## config.mk

```make
export PLATFORM = sky130hd
export DESIGN_NAME = pci_fwd_decoder
export DESIGN_NICKNAME = d
export VERILOG_FILES = /design/src/rtl/pci_fwd_pkg.sv /design/src/rtl/pci_fwd_cfg.sv /design/src/rtl/pci_fwd_window.sv /design/src/rtl/pci_fwd_decide.sv /design/src/rtl/pci_fwd_decoder.sv
export SDC_FILE = /design/constraint.sdc
export NUM_CORES = 1
export LEC_CHECK = 0
export ABC_CLOCK_PERIOD_IN_PS = 2400
export BUFFER_PORTS_ARGS = -buffer_cell sky130_fd_sc_hd__buf_2
export CAP_MARGIN = 20
export CORE_UTILIZATION = 45
export DETAILED_ROUTE_END_ITERATION = 16
export PLACE_DENSITY = 0.69
export REMOVE_ABC_BUFFERS = 1
export SLEW_MARGIN = 20
export SYNTH_ARGS = -nofsm -noshare
export SYNTH_HDL_FRONTEND = slang
export SYNTH_SLANG_ARGS = --single-unit
```

## constraint.sdc

```tcl
create_clock -name clk -period 2.4 [get_ports clk]
set_clock_uncertainty 0.15 [all_clocks]
set_input_delay 0 -clock clk [delete_from_list [all_inputs] [get_ports clk]]
set_output_delay 0 -clock clk [all_outputs]
set_load 0.05 [all_outputs]
```

## src/rtl/pci_fwd_pkg.sv

```systemverilog
package pci_fwd_pkg;

  localparam logic [2:0] CMD_IO_RD   = 3'd0;
  localparam logic [2:0] CMD_IO_WR   = 3'd1;
  localparam logic [2:0] CMD_MEM_RD  = 3'd2;
  localparam logic [2:0] CMD_MEM_RDL = 3'd3;
  localparam logic [2:0] CMD_MEM_RDM = 3'd4;
  localparam logic [2:0] CMD_MEM_WR  = 3'd5;

  typedef struct packed {
    logic mst_en;
    logic mem_en;
    logic isa_en;
  } ctrl_t;

  function automatic logic cmd_is_io(input logic [2:0] c);
    return (c == CMD_IO_RD) || (c == CMD_IO_WR);
  endfunction

  function automatic logic cmd_is_mem(input logic [2:0] c);
    return (c >= CMD_MEM_RD) && (c <= CMD_MEM_WR);
  endfunction

  function automatic logic cmd_is_mem_read(input logic [2:0] c);
    return (c >= CMD_MEM_RD) && (c <= CMD_MEM_RDM);
  endfunction

  function automatic logic cmd_is_burst_read(input logic [2:0] c);
    return (c == CMD_MEM_RDL) || (c == CMD_MEM_RDM);
  endfunction

endpackage

```

## src/rtl/pci_fwd_cfg.sv

```systemverilog
module pci_fwd_cfg
  import pci_fwd_pkg::*;
#(
  parameter int IO_FLD_W  = 4,
  parameter int MEM_FLD_W = 12
) (
  input  logic                     clk,
  input  logic                     rst_n,
  input  logic                     cfg_wr,
  input  logic [1:0]               cfg_sel,
  input  logic [31:0]              cfg_wdata,
  output ctrl_t                    ctrl,
  output logic [IO_FLD_W-1:0]      io_base,
  output logic [IO_FLD_W-1:0]      io_limit,
  output logic [1:0][MEM_FLD_W-1:0] mem_base,
  output logic [1:0][MEM_FLD_W-1:0] mem_limit
);
  localparam int HI_LSB = 16;

  logic unused_cfg_bits;
  assign unused_cfg_bits = ^cfg_wdata;

  always_ff @(posedge clk) begin
    if (!rst_n) begin
      ctrl     <= '0;
      io_base  <= '1;
      io_limit <= '0;
    end else if (cfg_wr) begin
      if (cfg_sel == 2'd0) ctrl <= cfg_wdata[2:0];
      if (cfg_sel == 2'd1) begin
        io_base  <= cfg_wdata[IO_FLD_W-1:0];
        io_limit <= cfg_wdata[HI_LSB +: IO_FLD_W];
      end
    end
  end

  for (genvar w = 0; w < 2; w++) begin : g_mem_win
    always_ff @(posedge clk) begin
      if (!rst_n) begin
        mem_base[w]  <= '1;
        mem_limit[w] <= '0;
      end else if (cfg_wr && (cfg_sel == 2'(w + 2))) begin
        mem_base[w]  <= cfg_wdata[MEM_FLD_W-1:0];
        mem_limit[w] <= cfg_wdata[HI_LSB +: MEM_FLD_W];
      end
    end
  end

  p_ctrl_load_r11: assert property (@(posedge clk) disable iff (!rst_n)
    (cfg_wr && cfg_sel == 2'd0) |=> (ctrl == $past(cfg_wdata[2:0])));

endmodule

```

## src/rtl/pci_fwd_window.sv

```systemverilog
module pci_fwd_window #(
  parameter int FLD_W = 12
) (
  input  logic [FLD_W-1:0] base,
  input  logic [FLD_W-1:0] limit,
  input  logic [FLD_W-1:0] field,
  output logic             hit
);
  function automatic logic inside_win(input logic [FLD_W-1:0] b,
                                      input logic [FLD_W-1:0] l,
                                      input logic [FLD_W-1:0] f);
    return (f >= b) && (f <= l);
  endfunction

  assign hit = inside_win(base, limit, field);
endmodule

```

## src/rtl/pci_fwd_decide.sv

```systemverilog
module pci_fwd_decide
  import pci_fwd_pkg::*;
#(
  parameter int ADDR_W     = 32,
  parameter int IO_SPACE_W = 16
) (
  input  logic [ADDR_W-1:0] addr,
  input  logic [2:0]        cmd,
  input  logic              from_sec,
  input  logic              vga_hit,
  input  ctrl_t             ctrl,
  input  logic              io_win_hit,
  input  logic              mmio_hit,
  input  logic              pf_hit,
  output logic              isa_alias,
  output logic              dn,
  output logic              up,
  output logic              pf
);
  localparam int ALIAS_LSB = 8;
  localparam int ALIAS_W   = 2;

  logic unused_addr;
  assign unused_addr = ^addr;

  logic low_io, io_claim, mem_claim, is_io, is_mem;

  function automatic logic in_alias(input logic [ALIAS_W-1:0] off_hi);
    return off_hi != '0;
  endfunction

  assign low_io    = (addr[ADDR_W-1:IO_SPACE_W] == '0);
  assign isa_alias = ctrl.isa_en && low_io && in_alias(addr[ALIAS_LSB +: ALIAS_W]);
  assign io_claim  = io_win_hit && low_io && !isa_alias;
  assign mem_claim = mmio_hit || pf_hit || vga_hit;
  assign is_io     = cmd_is_io(cmd);
  assign is_mem    = cmd_is_mem(cmd);

  always_comb begin
    dn = !from_sec && ((is_io && io_claim) || (is_mem && ctrl.mem_en && mem_claim));
    up = from_sec && ctrl.mst_en && ((is_io && !io_claim) || (is_mem && !mem_claim));
    pf = cmd_is_mem_read(cmd) && (dn || up) &&
         (cmd_is_burst_read(cmd) || (!from_sec && pf_hit));
  end
endmodule

```

## src/rtl/pci_fwd_decoder.sv

```systemverilog
module pci_fwd_decoder
  import pci_fwd_pkg::*;
#(
  parameter int ADDR_W     = 32,
  parameter int MEM_LSB    = 20,
  parameter int IO_SPACE_W = 16,
  parameter int IO_LSB     = 12
) (
  input  logic              clk,
  input  logic              rst_n,
  input  logic              cfg_wr,
  input  logic [1:0]        cfg_sel,
  input  logic [31:0]       cfg_wdata,
  input  logic              txn_valid,
  input  logic [ADDR_W-1:0] txn_addr,
  input  logic [2:0]        txn_cmd,
  input  logic              txn_from_sec,
  input  logic              txn_vga_hit,
  output logic              dec_valid,
  output logic              fwd_down,
  output logic              fwd_up,
  output logic              prefetch_ok
);
  localparam int MEM_FLD_W = ADDR_W - MEM_LSB;
  localparam int IO_FLD_W  = IO_SPACE_W - IO_LSB;

  ctrl_t                      ctrl;
  logic [IO_FLD_W-1:0]        io_base, io_limit;
  logic [1:0][MEM_FLD_W-1:0]  mem_base, mem_limit;
  logic                       io_win_hit;
  logic [1:0]                 mem_hit;   // [0] non-prefetchable, [1] prefetchable
  logic                       isa_alias_c, dn_c, up_c, pf_c;

  pci_fwd_cfg #(.IO_FLD_W(IO_FLD_W), .MEM_FLD_W(MEM_FLD_W)) i_cfg (
    .clk(clk), .rst_n(rst_n), .cfg_wr(cfg_wr), .cfg_sel(cfg_sel),
    .cfg_wdata(cfg_wdata), .ctrl(ctrl), .io_base(io_base), .io_limit(io_limit),
    .mem_base(mem_base), .mem_limit(mem_limit)
  );

  pci_fwd_window #(.FLD_W(IO_FLD_W)) i_io_win (
    .base(io_base), .limit(io_limit),
    .field(txn_addr[IO_LSB +: IO_FLD_W]), .hit(io_win_hit)
  );

  for (genvar w = 0; w < 2; w++) begin : g_mem_cmp
    pci_fwd_window #(.FLD_W(MEM_FLD_W)) i_mem_win (
      .base(mem_base[w]), .limit(mem_limit[w]),
      .field(txn_addr[MEM_LSB +: MEM_FLD_W]), .hit(mem_hit[w])
    );
  end

  pci_fwd_decide #(.ADDR_W(ADDR_W), .IO_SPACE_W(IO_SPACE_W)) i_decide (
    .addr(txn_addr), .cmd(txn_cmd), .from_sec(txn_from_sec), .vga_hit(txn_vga_hit),
    .ctrl(ctrl), .io_win_hit(io_win_hit), .mmio_hit(mem_hit[0]), .pf_hit(mem_hit[1]),
    .isa_alias(isa_alias_c), .dn(dn_c), .up(up_c), .pf(pf_c)
  );

  always_ff @(posedge clk) begin
    if (!rst_n) begin
      dec_valid   <= 1'b0;
      fwd_down    <= 1'b0;
      fwd_up      <= 1'b0;
      prefetch_ok <= 1'b0;
    end else begin
      dec_valid   <= txn_valid;
      fwd_down    <= txn_valid && dn_c;
      fwd_up      <= txn_valid && up_c;
      prefetch_ok <= txn_valid && pf_c;
    end
  end

  p_latency_r1: assert property (@(posedge clk) disable iff (!rst_n)
    txn_valid |=> dec_valid);
  p_idle_r1: assert property (@(posedge clk) disable iff (!rst_n)
    !dec_valid |-> !(fwd_down || fwd_up || prefetch_ok));
  p_isa_block_r4: assert property (@(posedge clk) disable iff (!rst_n)
    (txn_valid && cmd_is_io(txn_cmd) && isa_alias_c) |-> !dn_c);
  p_sec_no_down_r5: assert property (@(posedge clk) disable iff (!rst_n)
    txn_from_sec |-> !dn_c);
  p_pri_no_up_r5: assert property (@(posedge clk) disable iff (!rst_n)
    !txn_from_sec |-> !up_c);
  p_mem_gate_r6: assert property (@(posedge clk) disable iff (!rst_n)
    (cmd_is_mem(txn_cmd) && !ctrl.mem_en) |-> !dn_c);
  p_mst_gate_r7: assert property (@(posedge clk) disable iff (!rst_n)
    !ctrl.mst_en |-> !up_c);
  p_pf_read_only_r8: assert property (@(posedge clk) disable iff (!rst_n)
    !cmd_is_mem_read(txn_cmd) |-> !pf_c);

endmodule

```

==> flow_summary.ini <==
[timing]
slew_viol_final = 0
tightestPinTransition_ns = 0.615
setup_tns_ns = 0
max_freq_mhz = 434
setup_violations = 0
period_minus_slack_ns = 2.30
timing_hold_violations_final = 0
relSlewSlack = 0.589
post-route-period-util = 0.960
final.hold.worst_slack_ns = 0.0194
layout_setup_ws_ns = 0.0965

[logic_synthesis]
synth_area_leaders = dfxtp_1, ha_1, nand2_1
synthArstFlopShare = 0
synth_area_um2 = 3690
synth.distinct_cells = 32
yosys.area.top_type = dfxtp_1
synth_top_area_share = 0.342
synth_edf_count = 0
ys_ff_latch = 63
ys.flop_type = dfxtp_1
yosysSeqAreaShare = 0.342
syn_inst = 447
yosys_warnings = 0
avgSynthCellArea_um2 = 8.25

[status]
status = completed

[drt]
num_vias = 3369
drt_iter0_drc = 112
drc_errors = 0
viasPerCell = 5.21
wl_per_cell_um = 14.2
dr.pass1.iters = 4
final_antenna_net_count = 0
routed_wl_um = 9200

[finish]
stdcell_count = 647
area_delta_synth_final_pct = 28.4
drive_gt1_frac = 0.182
postLayoutCoreUtil = 0.607
antennaDiodeCount = 0
stdcell_area_um2 = 4740
final_nets = 673

[clock_tree]
clock-sinks = 63
cts_root_buffer = clkbuf_8
clkLatencyLatePin_ns = 0.34
post_cts_buffers = 0
cts_buffer_depth = 2
numCtsBuffers = 9
cts_tree = yes
path_clk_slew_ns = 0.07
cts_max_level = 3

[run]
timing.max_cap.violations = 0

[place]
place.gp.congestion = 0.860
dpl.hpwl_um = 6540
dpl-instance-area_um2 = 4110
place_ws_ns = -0.000516
io_buffers = 60
place_inst = 600

[critical_path]
worst_setup_path_start_kind = register
r2r_start = i_cfg.mem_limit[1]
worstSetupPathType = reg2reg
cp_max_fo = 2
crit_required_ns = 2.52
end_kind = register
arrival_ns = 2.43
crit_start = i_cfg.mem_limit[1]

[die]
num_rows = 32
die_area_um2 = 8560
die-width_um = 92.5
start_util = 0.472
core_um2 = 7810
io_pins = 79
die_y_um = 92.5

[power]
internal-power_mw = 1.99
p_per_area_nw_per_um2 = 557
comb_power_share = 0.164
p_seq_frac = 0.418
switching_share = 0.246
p_leak_nw = 2.18
power.share.clock = 0.418
power_switching_mw = 0.650
ir_drop_uv = 357
power.total_mw = 2.64

[global_route]
grt_overflow_total = 0
grt_max_degree = 36
grt_pass1_wl_um = 15200
grt_usage = 0.229
grt_pass1_vias = 3347
antenna_found_initial = 0

[hold_path]
min_from = cfg_sel[0]
min-delay-path-class = in2reg
==> synthesized netlist by cell type (10+ instances only) <==
library cell	number
inv_1	56
o21ai_0	11
nor2b_1	11
ha_1	58
nor2_1	11
clkbuf_1	16
dfxtp_1	63
o211ai_1	26
nand2_1	91
nand4_1	10
a21oi_1	17
a21boi_0	24
==> area by class of cell <==
cell class | count | area [µm²]
repair buffers | 98 | 666
well taps | 102 | 128
multi-input cells | 312 | 2220
clock inverters | 2 | 60.1
inverters | 56 | 210
fillers | 722 | 3070
clock buffers | 14 | 183
flip-flops and latches | 63 | 1270
==> logic make-up after synthesis <==
group / Yosys count / synth area share
and+or+nand+nor: 145 / 0.175
muxes: 8 / 0.0217
adders and majority gates: 58 / 0.197
DFF: 63 / 0.342
AOI/OAI and AO/OA: 101 / 0.191
buffers and inverters: 72 / 0.0733
==> power groups by stage <==
stage	registers (mW)	clock network [mW]	logic, mW
final	1.10	1.10	0.432
after global routing	1.11	1.17	0.490
after CTS	1.10	1.12	0.420
after detailed placement	1.13	0	0.375
after global placement	1.12	0	0.363
after floorplan	1.12	0	0.212
==> registers in the layout, indices dropped and copies added, names as in the netlist, 3 cells and up <==
| signal | count |
|---|---|
| i_cfg.io_base | 4 |
| i_cfg.mem_base | 24 |
| i_cfg.io_limit | 4 |
| i_cfg.mem_limit | 24 |
| i_cfg.ctrl | 3 |
==> cells in the final DEF (no fill, tap or decap), types with 4 or more instances in the layout <==
| master | Yosys | layout |
|---|---|---|
| mux2i_1 | 8 | 8 |
| dfxtp_1 | 63 | 58 |
| a21o_1 | 6 | 6 |
| nor2b_1 | 11 | 11 |
| dlygate4sd3_1 | 0 | 32 |
| nor4_1 | 4 | 4 |
| a21oi_1 | 17 | 15 |
| dfxtp_2 | 0 | 5 |
| ha_1 | 58 | 55 |
| nand4_1 | 10 | 10 |
| o21ai_0 | 11 | 11 |
| inv_1 | 56 | 54 |
| nand3_1 | 8 | 8 |
| nand2_1 | 91 | 91 |
| o211ai_1 | 26 | 26 |
| clkbuf_8 | 0 | 13 |
| a21boi_0 | 24 | 24 |
| buf_4 | 0 | 6 |
| buf_2 | 0 | 60 |
| nor2_1 | 11 | 10 |
==> critical path: stages, from the launching register on <==
cell and delay [ns]:
dfxtp_2 0.33, inv_2 0.04, ha_4 0.25, nor2b_1 0.12, o211ai_1 0.13, a211oi_2 0.28
a2111oi_2 0.06, o32a_1 0.39, o32a_1 0.32, a31oi_1 0.16
==> final timing paths <==
path / to / slack [ns] / cells after the start
hold / removal: i_cfg.ctrl[2] / 0.02 / 4
setup reg to reg: prefetch_ok / 0.1 / 9
setup / recovery: prefetch_ok / 0.1 / 9
hold reg to reg: i_cfg.mem_limit[9] / 0.31 / 2
==> metal layers <==
metal / vias up / share of wire / routed length, µm / GRT usage
met4: 0 / 0.026 / 240 / 0.103
met5: - / 0 / 0 / 0
met2: 54 / 0.48 / 4450 / 0.393
met3: 15 / 0.033 / 300 / 0.0435
li1: 1725 / - / - / -
met1: 1575 / 0.46 / 4200 / 0.276
==> timing repair <==
item,in CTS,in global routing
gates resized for setup,1,17
hold endpoints to repair,63,0
pin swaps,0,14
hold buffers,32,0
setup endpoints to repair,1,3
Power figures use the tool's default switching activity.
